--- src/rtl/nbt_pkg.sv ---
package nbt_pkg;
  localparam logic [7:0] ERASED_BYTE = 8'hFF;

  typedef enum logic [2:0] {
    ST_BOOT,
    ST_ISSUE,
    ST_WAIT,
    ST_FLUSH,
    ST_DONE
  } scan_st_e;
endpackage

--- src/rtl/nbt_rst_sync.sv ---
module nbt_rst_sync #(
  parameter int STAGES = 2
) (
  input  logic clk,
  input  logic rst_n,
  output logic rst_n_sync
);
  logic [STAGES-1:0] sync_q;

  always_ff @(posedge clk or negedge rst_n) begin
    if (!rst_n) sync_q <= '0;
    else        sync_q <= {sync_q[STAGES-2:0], 1'b1};
  end

  assign rst_n_sync = sync_q[STAGES-1];
endmodule

--- src/rtl/nbt_seq.sv ---
module nbt_seq
  import nbt_pkg::*;
#(
  parameter int NUM_BLOCKS = 2048,
  localparam int BLK_W = $clog2(NUM_BLOCKS)
) (
  input  logic             clk,
  input  logic             rst_n,
  input  logic             start,
  input  logic             rsp_valid,
  input  logic [7:0]       rsp_byte,
  output logic             rd_req,
  output logic [BLK_W-1:0] rd_blk,
  output logic             rd_pg1,
  output logic             clr,
  output logic             mark_bad,
  output logic             done
);
  localparam logic [BLK_W-1:0] FIRST_BLK = BLK_W'(1);
  localparam logic [BLK_W-1:0] LAST_BLK  = BLK_W'(NUM_BLOCKS - 1);

  scan_st_e         st_q, st_d;
  logic [BLK_W-1:0] blk_q, blk_d;
  logic             pg_q, pg_d;
  logic             in_flight;

  // a read is physically outstanding in these states
  assign in_flight = (st_q == ST_ISSUE) ||
                     ((st_q == ST_WAIT || st_q == ST_FLUSH) && !rsp_valid);

  always_comb begin
    st_d     = st_q;
    blk_d    = blk_q;
    pg_d     = pg_q;
    clr      = 1'b0;
    mark_bad = 1'b0;
    if (start) begin
      clr   = 1'b1;
      blk_d = FIRST_BLK;
      pg_d  = 1'b0;
      st_d  = in_flight ? ST_FLUSH : ST_ISSUE;
    end else begin
      unique case (st_q)
        ST_BOOT: begin
          blk_d = FIRST_BLK;
          pg_d  = 1'b0;
          st_d  = ST_ISSUE;
        end
        ST_ISSUE: st_d = ST_WAIT;
        ST_WAIT: begin
          if (rsp_valid) begin
            if (rsp_byte == ERASED_BYTE && !pg_q) begin
              pg_d = 1'b1;
              st_d = ST_ISSUE;
            end else begin
              mark_bad = (rsp_byte != ERASED_BYTE);
              pg_d     = 1'b0;
              if (blk_q == LAST_BLK) begin
                st_d = ST_DONE;
              end else begin
                blk_d = blk_q + BLK_W'(1);
                st_d  = ST_ISSUE;
              end
            end
          end
        end
        ST_FLUSH: if (rsp_valid) st_d = ST_ISSUE;
        ST_DONE:  st_d = ST_DONE;
        default:  st_d = ST_BOOT;
      endcase
    end
  end

  always_ff @(posedge clk or negedge rst_n) begin
    if (!rst_n) begin
      st_q  <= ST_BOOT;
      blk_q <= '0;
      pg_q  <= 1'b0;
    end else begin
      st_q  <= st_d;
      blk_q <= blk_d;
      pg_q  <= pg_d;
    end
  end

  assign rd_req = (st_q == ST_ISSUE);
  assign rd_blk = blk_q;
  assign rd_pg1 = pg_q;
  assign done   = (st_q == ST_DONE);
endmodule

--- src/rtl/nbt_bitmap.sv ---
module nbt_bitmap #(
  parameter int NUM_BLOCKS = 2048,
  localparam int BLK_W = $clog2(NUM_BLOCKS)
) (
  input  logic             clk,
  input  logic             rst_n,
  input  logic             clr,
  input  logic             we,
  input  logic [BLK_W-1:0] wr_blk,
  input  logic [BLK_W-1:0] lk_blk,
  output logic             lk_bit
);
  logic [NUM_BLOCKS-1:0] map_q, map_d;
  logic                  in_range;

  always_comb begin
    map_d = map_q;
    if (clr)     map_d = '0;
    else if (we) map_d[wr_blk] = 1'b1;
  end

  always_ff @(posedge clk or negedge rst_n) begin
    if (!rst_n)          map_q <= '0;
    else if (clr || we)  map_q <= map_d;
  end

  assign in_range = ({1'b0, lk_blk} < (BLK_W + 1)'(NUM_BLOCKS));
  assign lk_bit   = in_range ? map_q[lk_blk] : 1'b1;
endmodule

--- src/rtl/nbt_tally.sv ---
module nbt_tally #(
  parameter int NUM_BLOCKS = 2048,
  parameter int MAX_BAD    = 40,
  localparam int CNT_W = $clog2(NUM_BLOCKS + 1)
) (
  input  logic             clk,
  input  logic             rst_n,
  input  logic             clr,
  input  logic             inc,
  input  logic             ready,
  output logic [CNT_W-1:0] count,
  output logic             qualified
);
  logic [CNT_W-1:0] cnt_q, cnt_d;

  always_comb begin
    cnt_d = cnt_q;
    if (clr)      cnt_d = '0;
    else if (inc) cnt_d = cnt_q + CNT_W'(1);
  end

  always_ff @(posedge clk or negedge rst_n) begin
    if (!rst_n)          cnt_q <= '0;
    else if (clr || inc) cnt_q <= cnt_d;
  end

  assign count     = cnt_q;
  assign qualified = ready && (cnt_q <= CNT_W'(MAX_BAD));
endmodule

--- src/rtl/nand_bbt_scan.sv ---
module nand_bbt_scan #(
  parameter int NUM_BLOCKS = 2048,
  parameter int MIN_GOOD   = 2008,
  parameter int PAGE_W     = 6,
  parameter int COL_W      = 12,
  parameter int MARKER_COL = 2048,
  localparam int BLK_W = $clog2(NUM_BLOCKS),
  localparam int CNT_W = $clog2(NUM_BLOCKS + 1)
) (
  input  logic              clk,
  input  logic              rst_n,
  input  logic              start,
  output logic              rd_req,
  output logic [BLK_W-1:0]  rd_blk,
  output logic [PAGE_W-1:0] rd_page,
  output logic [COL_W-1:0]  rd_col,
  input  logic              rsp_valid,
  input  logic [7:0]        rsp_byte,
  input  logic [BLK_W-1:0]  lk_blk,
  output logic              lk_bad,
  output logic [CNT_W-1:0]  bad_count,
  output logic              qualified,
  output logic              ready
);
  localparam int MAX_BAD = NUM_BLOCKS - MIN_GOOD;

  logic rst_n_s;
  logic pg1, clr, mark_bad, map_bit;

  nbt_rst_sync #(.STAGES(2)) u_rst (
    .clk        (clk),
    .rst_n      (rst_n),
    .rst_n_sync (rst_n_s)
  );

  nbt_seq #(.NUM_BLOCKS(NUM_BLOCKS)) u_seq (
    .clk       (clk),
    .rst_n     (rst_n_s),
    .start     (start),
    .rsp_valid (rsp_valid),
    .rsp_byte  (rsp_byte),
    .rd_req    (rd_req),
    .rd_blk    (rd_blk),
    .rd_pg1    (pg1),
    .clr       (clr),
    .mark_bad  (mark_bad),
    .done      (ready)
  );

  nbt_bitmap #(.NUM_BLOCKS(NUM_BLOCKS)) u_map (
    .clk    (clk),
    .rst_n  (rst_n_s),
    .clr    (clr),
    .we     (mark_bad),
    .wr_blk (rd_blk),
    .lk_blk (lk_blk),
    .lk_bit (map_bit)
  );

  nbt_tally #(.NUM_BLOCKS(NUM_BLOCKS), .MAX_BAD(MAX_BAD)) u_tally (
    .clk       (clk),
    .rst_n     (rst_n_s),
    .clr       (clr),
    .inc       (mark_bad),
    .ready     (ready),
    .count     (bad_count),
    .qualified (qualified)
  );

  assign rd_page = {{(PAGE_W-1){1'b0}}, pg1};
  assign rd_col  = COL_W'(MARKER_COL);
  assign lk_bad  = !ready || map_bit;
endmodule

--- config.mk ---
export PLATFORM = sky130hd
export DESIGN_NAME = nand_bbt_scan
export DESIGN_NICKNAME = d
export VERILOG_FILES = /design/src/rtl/nbt_pkg.sv /design/src/rtl/nbt_rst_sync.sv /design/src/rtl/nbt_seq.sv /design/src/rtl/nbt_bitmap.sv /design/src/rtl/nbt_tally.sv /design/src/rtl/nand_bbt_scan.sv
export SDC_FILE = /design/constraint.sdc
export NUM_CORES = 2
export LEC_CHECK = 0
export ABC_AREA = 1
export BUFFER_PORTS_ARGS = -buffer_cell sky130_fd_sc_hd__buf_4
export CAP_MARGIN = 20
export CORE_AREA = 3 3 492 494
export DETAILED_ROUTE_END_ITERATION = 10
export DIE_AREA = 0 0 495 497
export MAX_ROUTING_LAYER = met4
export PLACE_DENSITY = 0.54
export SLEW_MARGIN = 40
export SYNTH_ARGS = -nofsm -noshare
export SYNTH_HDL_FRONTEND = slang
export SYNTH_SLANG_ARGS = --single-unit
--- constraint.sdc ---
create_clock -name clk -period 56 [get_ports clk]
set_input_delay 2.8 -clock clk [delete_from_list [all_inputs] [get_ports clk]]
set_output_delay 2.8 -clock clk [all_outputs]
set_load 0.05 [all_outputs]
==> impl_metrics.ini <==
[run_status]
outcome = finished clean

[timing]
tightest_slew_ns = 0.942
slew_headroom = 0.372
timing.final.crit_share = 0.196
skew_ns = 0.0279
rsz0062_at_grt = no
period_needed_ns = 10.99
fin_tns_setup_ns = 0
slew_violations = 0
hold_viol_final = 0
holdWs_ns = 0.344
finalSetupViolations = 0
clock.fmax_mhz = 91.0

[pwr]
swShare = 0.258
switchingPower_mw = 0.827
p_clk_frac = 0.454
pwr-share-seq = 0.471
cellPowerDensity_mw_per_mm2 = 30.5
p_int_mw = 2.37
combPwrFrac = 0.076
ir_worst_vdd_v = 0.0000267
leakagePower_nw = 46.4

[clock_network]
cts_resized = 0
cts.htree.levels = 4
path_clk_slew_ns = 0.06
clk_path_buf_depth = 3
root_buffer = clkbuf_16
cts_tree = yes
cts_setup_buffers = 0
cts_made_buffers = 221
cts_hold_buf = 0
clock_latency_ns = 0.89
clock_sinks = 2077

[finish]
layout_common_cells = nand2_1, a21oi_1, dfrtp_1
layout.cells.most_common = nand2_1
design_area_mm2 = 0.105
drive_gt1_frac = 0.0670
syn_to_final_growth_pct = 10.1
nets = 11300

[flow_run]
maxCapViolations = 0

[global_routing]
grt_pass1_wl_mm = 538
grt_pass1_vias = 82000
grt_overflow = 0
grt.total_usage = 0.294
antenna_found_initial = 8
grt_max_degree = 174

[critical_path]
worstPathRequired_ns = 53.20
start_kind = input pin
critPathKind = input pin to output pin
critPathCaptureType = output pin
cp.arrival_ns = 8.19
crit_fanout = 153

[synth]
synth_ff_type = dfrtp_1
syn_area_mm2 = 0.0952
synth_edf_count = 0
syn_avg_cell_area_um2 = 8.04
synthDistinctLibCells = 41
netlist_instances = 11800
ys_seq_area_frac = 0.546
yosysWarnings = 0
ys_ff_latch = 2077
synthArstFlopShare = 1.00

[placement]
portBuffers = 50
dp_hpwl_mm = 179
placed_area_mm2 = 0.0976
place.gp.congestion = 0.825

[detailed_routing]
remaining_drc_errors = 0
vias = 85500
drt_wl_total_mm = 358
drtAntennaViolNets = 0
vias_per_cell = 5.84
drt_iter0_markers = 10900
dr.pass1.iters = 6
wl_per_cell_um = 24.5

[floorplan]
die_h_um = 497
ios = 68
start_util = 0.400
core_mm2 = 0.238
dieWidth_um = 495
dieArea_mm2 = 0.246
rows = 179

[worst_hold_path]
min_path_type = flop to asynchronous set/reset pin
## registers in the layout (all words and copies together) (netlist names)
name           count
u_seq.rd_blk      11
u_seq.rd_pg1       1
u_rst.sync_q       2
u_seq.st_q         3
u_tally.count     12
u_map.map_q     2048
## stage by stage
step / setup WS (ns) / power [mW] / utilization / cells
after floorplan: 22.38 / 1.69 / - / 11900
after global placement: 44.93 / 1.77 / 0.408 / 14200
after detailed placement: 45.11 / 1.77 / 0.410 / 14200
after CTS: 45.09 / 3.22 / 0.440 / 14600
after global routing: 44.72 / 3.30 / 0.441 / 14600
final: 45.01 / 3.20 / 0.441 / 14600
## synthesized netlist by cell type (3+ instances only)
| master | number | area share |
|---|---|---|
| a21oi_1 | 2083 | 0.11 |
| a31oi_1 | 3 | 0.00020 |
| buf_1 | 27 | 0.0011 |
| buf_2 | 423 | 0.022 |
| buf_4 | 81 | 0.0064 |
| buf_6 | 14 | 0.0017 |
| clkbuf_1 | 551 | 0.022 |
| clkinv_1 | 7 | 0.00028 |
| dfrtp_1 | 2077 | 0.55 |
| ha_1 | 6 | 0.00079 |
| inv_1 | 172 | 0.0068 |
| inv_2 | 11 | 0.00043 |
| nand2_1 | 2215 | 0.087 |
| nand3_1 | 1929 | 0.10 |
| nand4_1 | 4 | 0.00026 |
| nor2_1 | 1964 | 0.077 |
| nor3_1 | 16 | 0.00084 |
| nor3_2 | 28 | 0.0029 |
| o21ai_0 | 198 | 0.010 |
| o21ai_1 | 7 | 0.00037 |
## worst max-delay path, stage by stage
cell     delay (ns)
buf_8          0.42
buf_4          0.49
buf_12         0.30
buf_4          0.58
buf_12         0.54
buf_4          0.68
nand2_1        0.13
nand3_1        0.11
nand3_1        0.08
nand3_1        0.13
nand3_1        0.22
nand3_1        0.34
nand3_1        0.12
nand2_1        0.08
nand2_1        0.05
nand2_1        0.09
nand2_1        0.05
nand3_1        0.06
nand3_1        0.08
nand3_1        0.27
buf_4          0.26
## power by group through the flow
stage	clock (mW)	combinational (mW)	sequential, mW
2_1_floorplan	0	0.129	1.56
3_3_place_gp	0	0.235	1.53
3_5_place_dp	0	0.238	1.53
4_1_cts	1.48	0.239	1.51
5_1_grt	1.54	0.259	1.51
6_report	1.45	0.242	1.51
## final timing paths
kind | startpoint | endpoint | slack (ns) | cells past startpoint
setup / recovery | lk_blk[0] | lk_bad | 45.01 | 21
hold / removal | u_rst.sync_q[1] | u_map.map_q[1167] | 0.34 | 0
setup reg to reg | u_rst.sync_q[1] | u_map.map_q[1978] | 51.38 | 7
hold reg to reg | u_rst.sync_q[1] | u_map.map_q[1167] | 0.34 | 0
max in group asynchronous | u_rst.sync_q[1] | u_map.map_q[1978] | 51.38 | 7
min in group clk | u_rst.sync_q[0] | u_rst.sync_q[1] | 0.35 | 0
## area by class of cell
class                      count  area [um^2]
antenna                        1         2.50
clock buffer                 346         6630
clock inverter                41          427
fill                       23800       133000
inverter                     192          771
multi-input combinational   8494        37900
sequential                  2077        52000
tap                         3167         3960
timing repair buffer         319         3160
## layer usage
metal / part of all wire / GRT usage
met5: 0 / -
met4: 0.039 / 0.102
met3: 0.083 / 0.0457
met2: 0.45 / 0.445
met1: 0.43 / 0.401
## logic make-up (layout without fill, tap and decap cells)
logic type	after synthesis	count (layout)	share of synthesized area
and+or+nand+nor	6166	6166	0.271
adders and majority gates	6	6	0.000788
AOI/OAI and AO/OA	2304	2304	0.122
other	2	19	0.0000789
DFF	2077	2077	0.546
buffers and inverters	1288	898	0.0607
No activity file was read; power rests on OpenSTA's default activity.
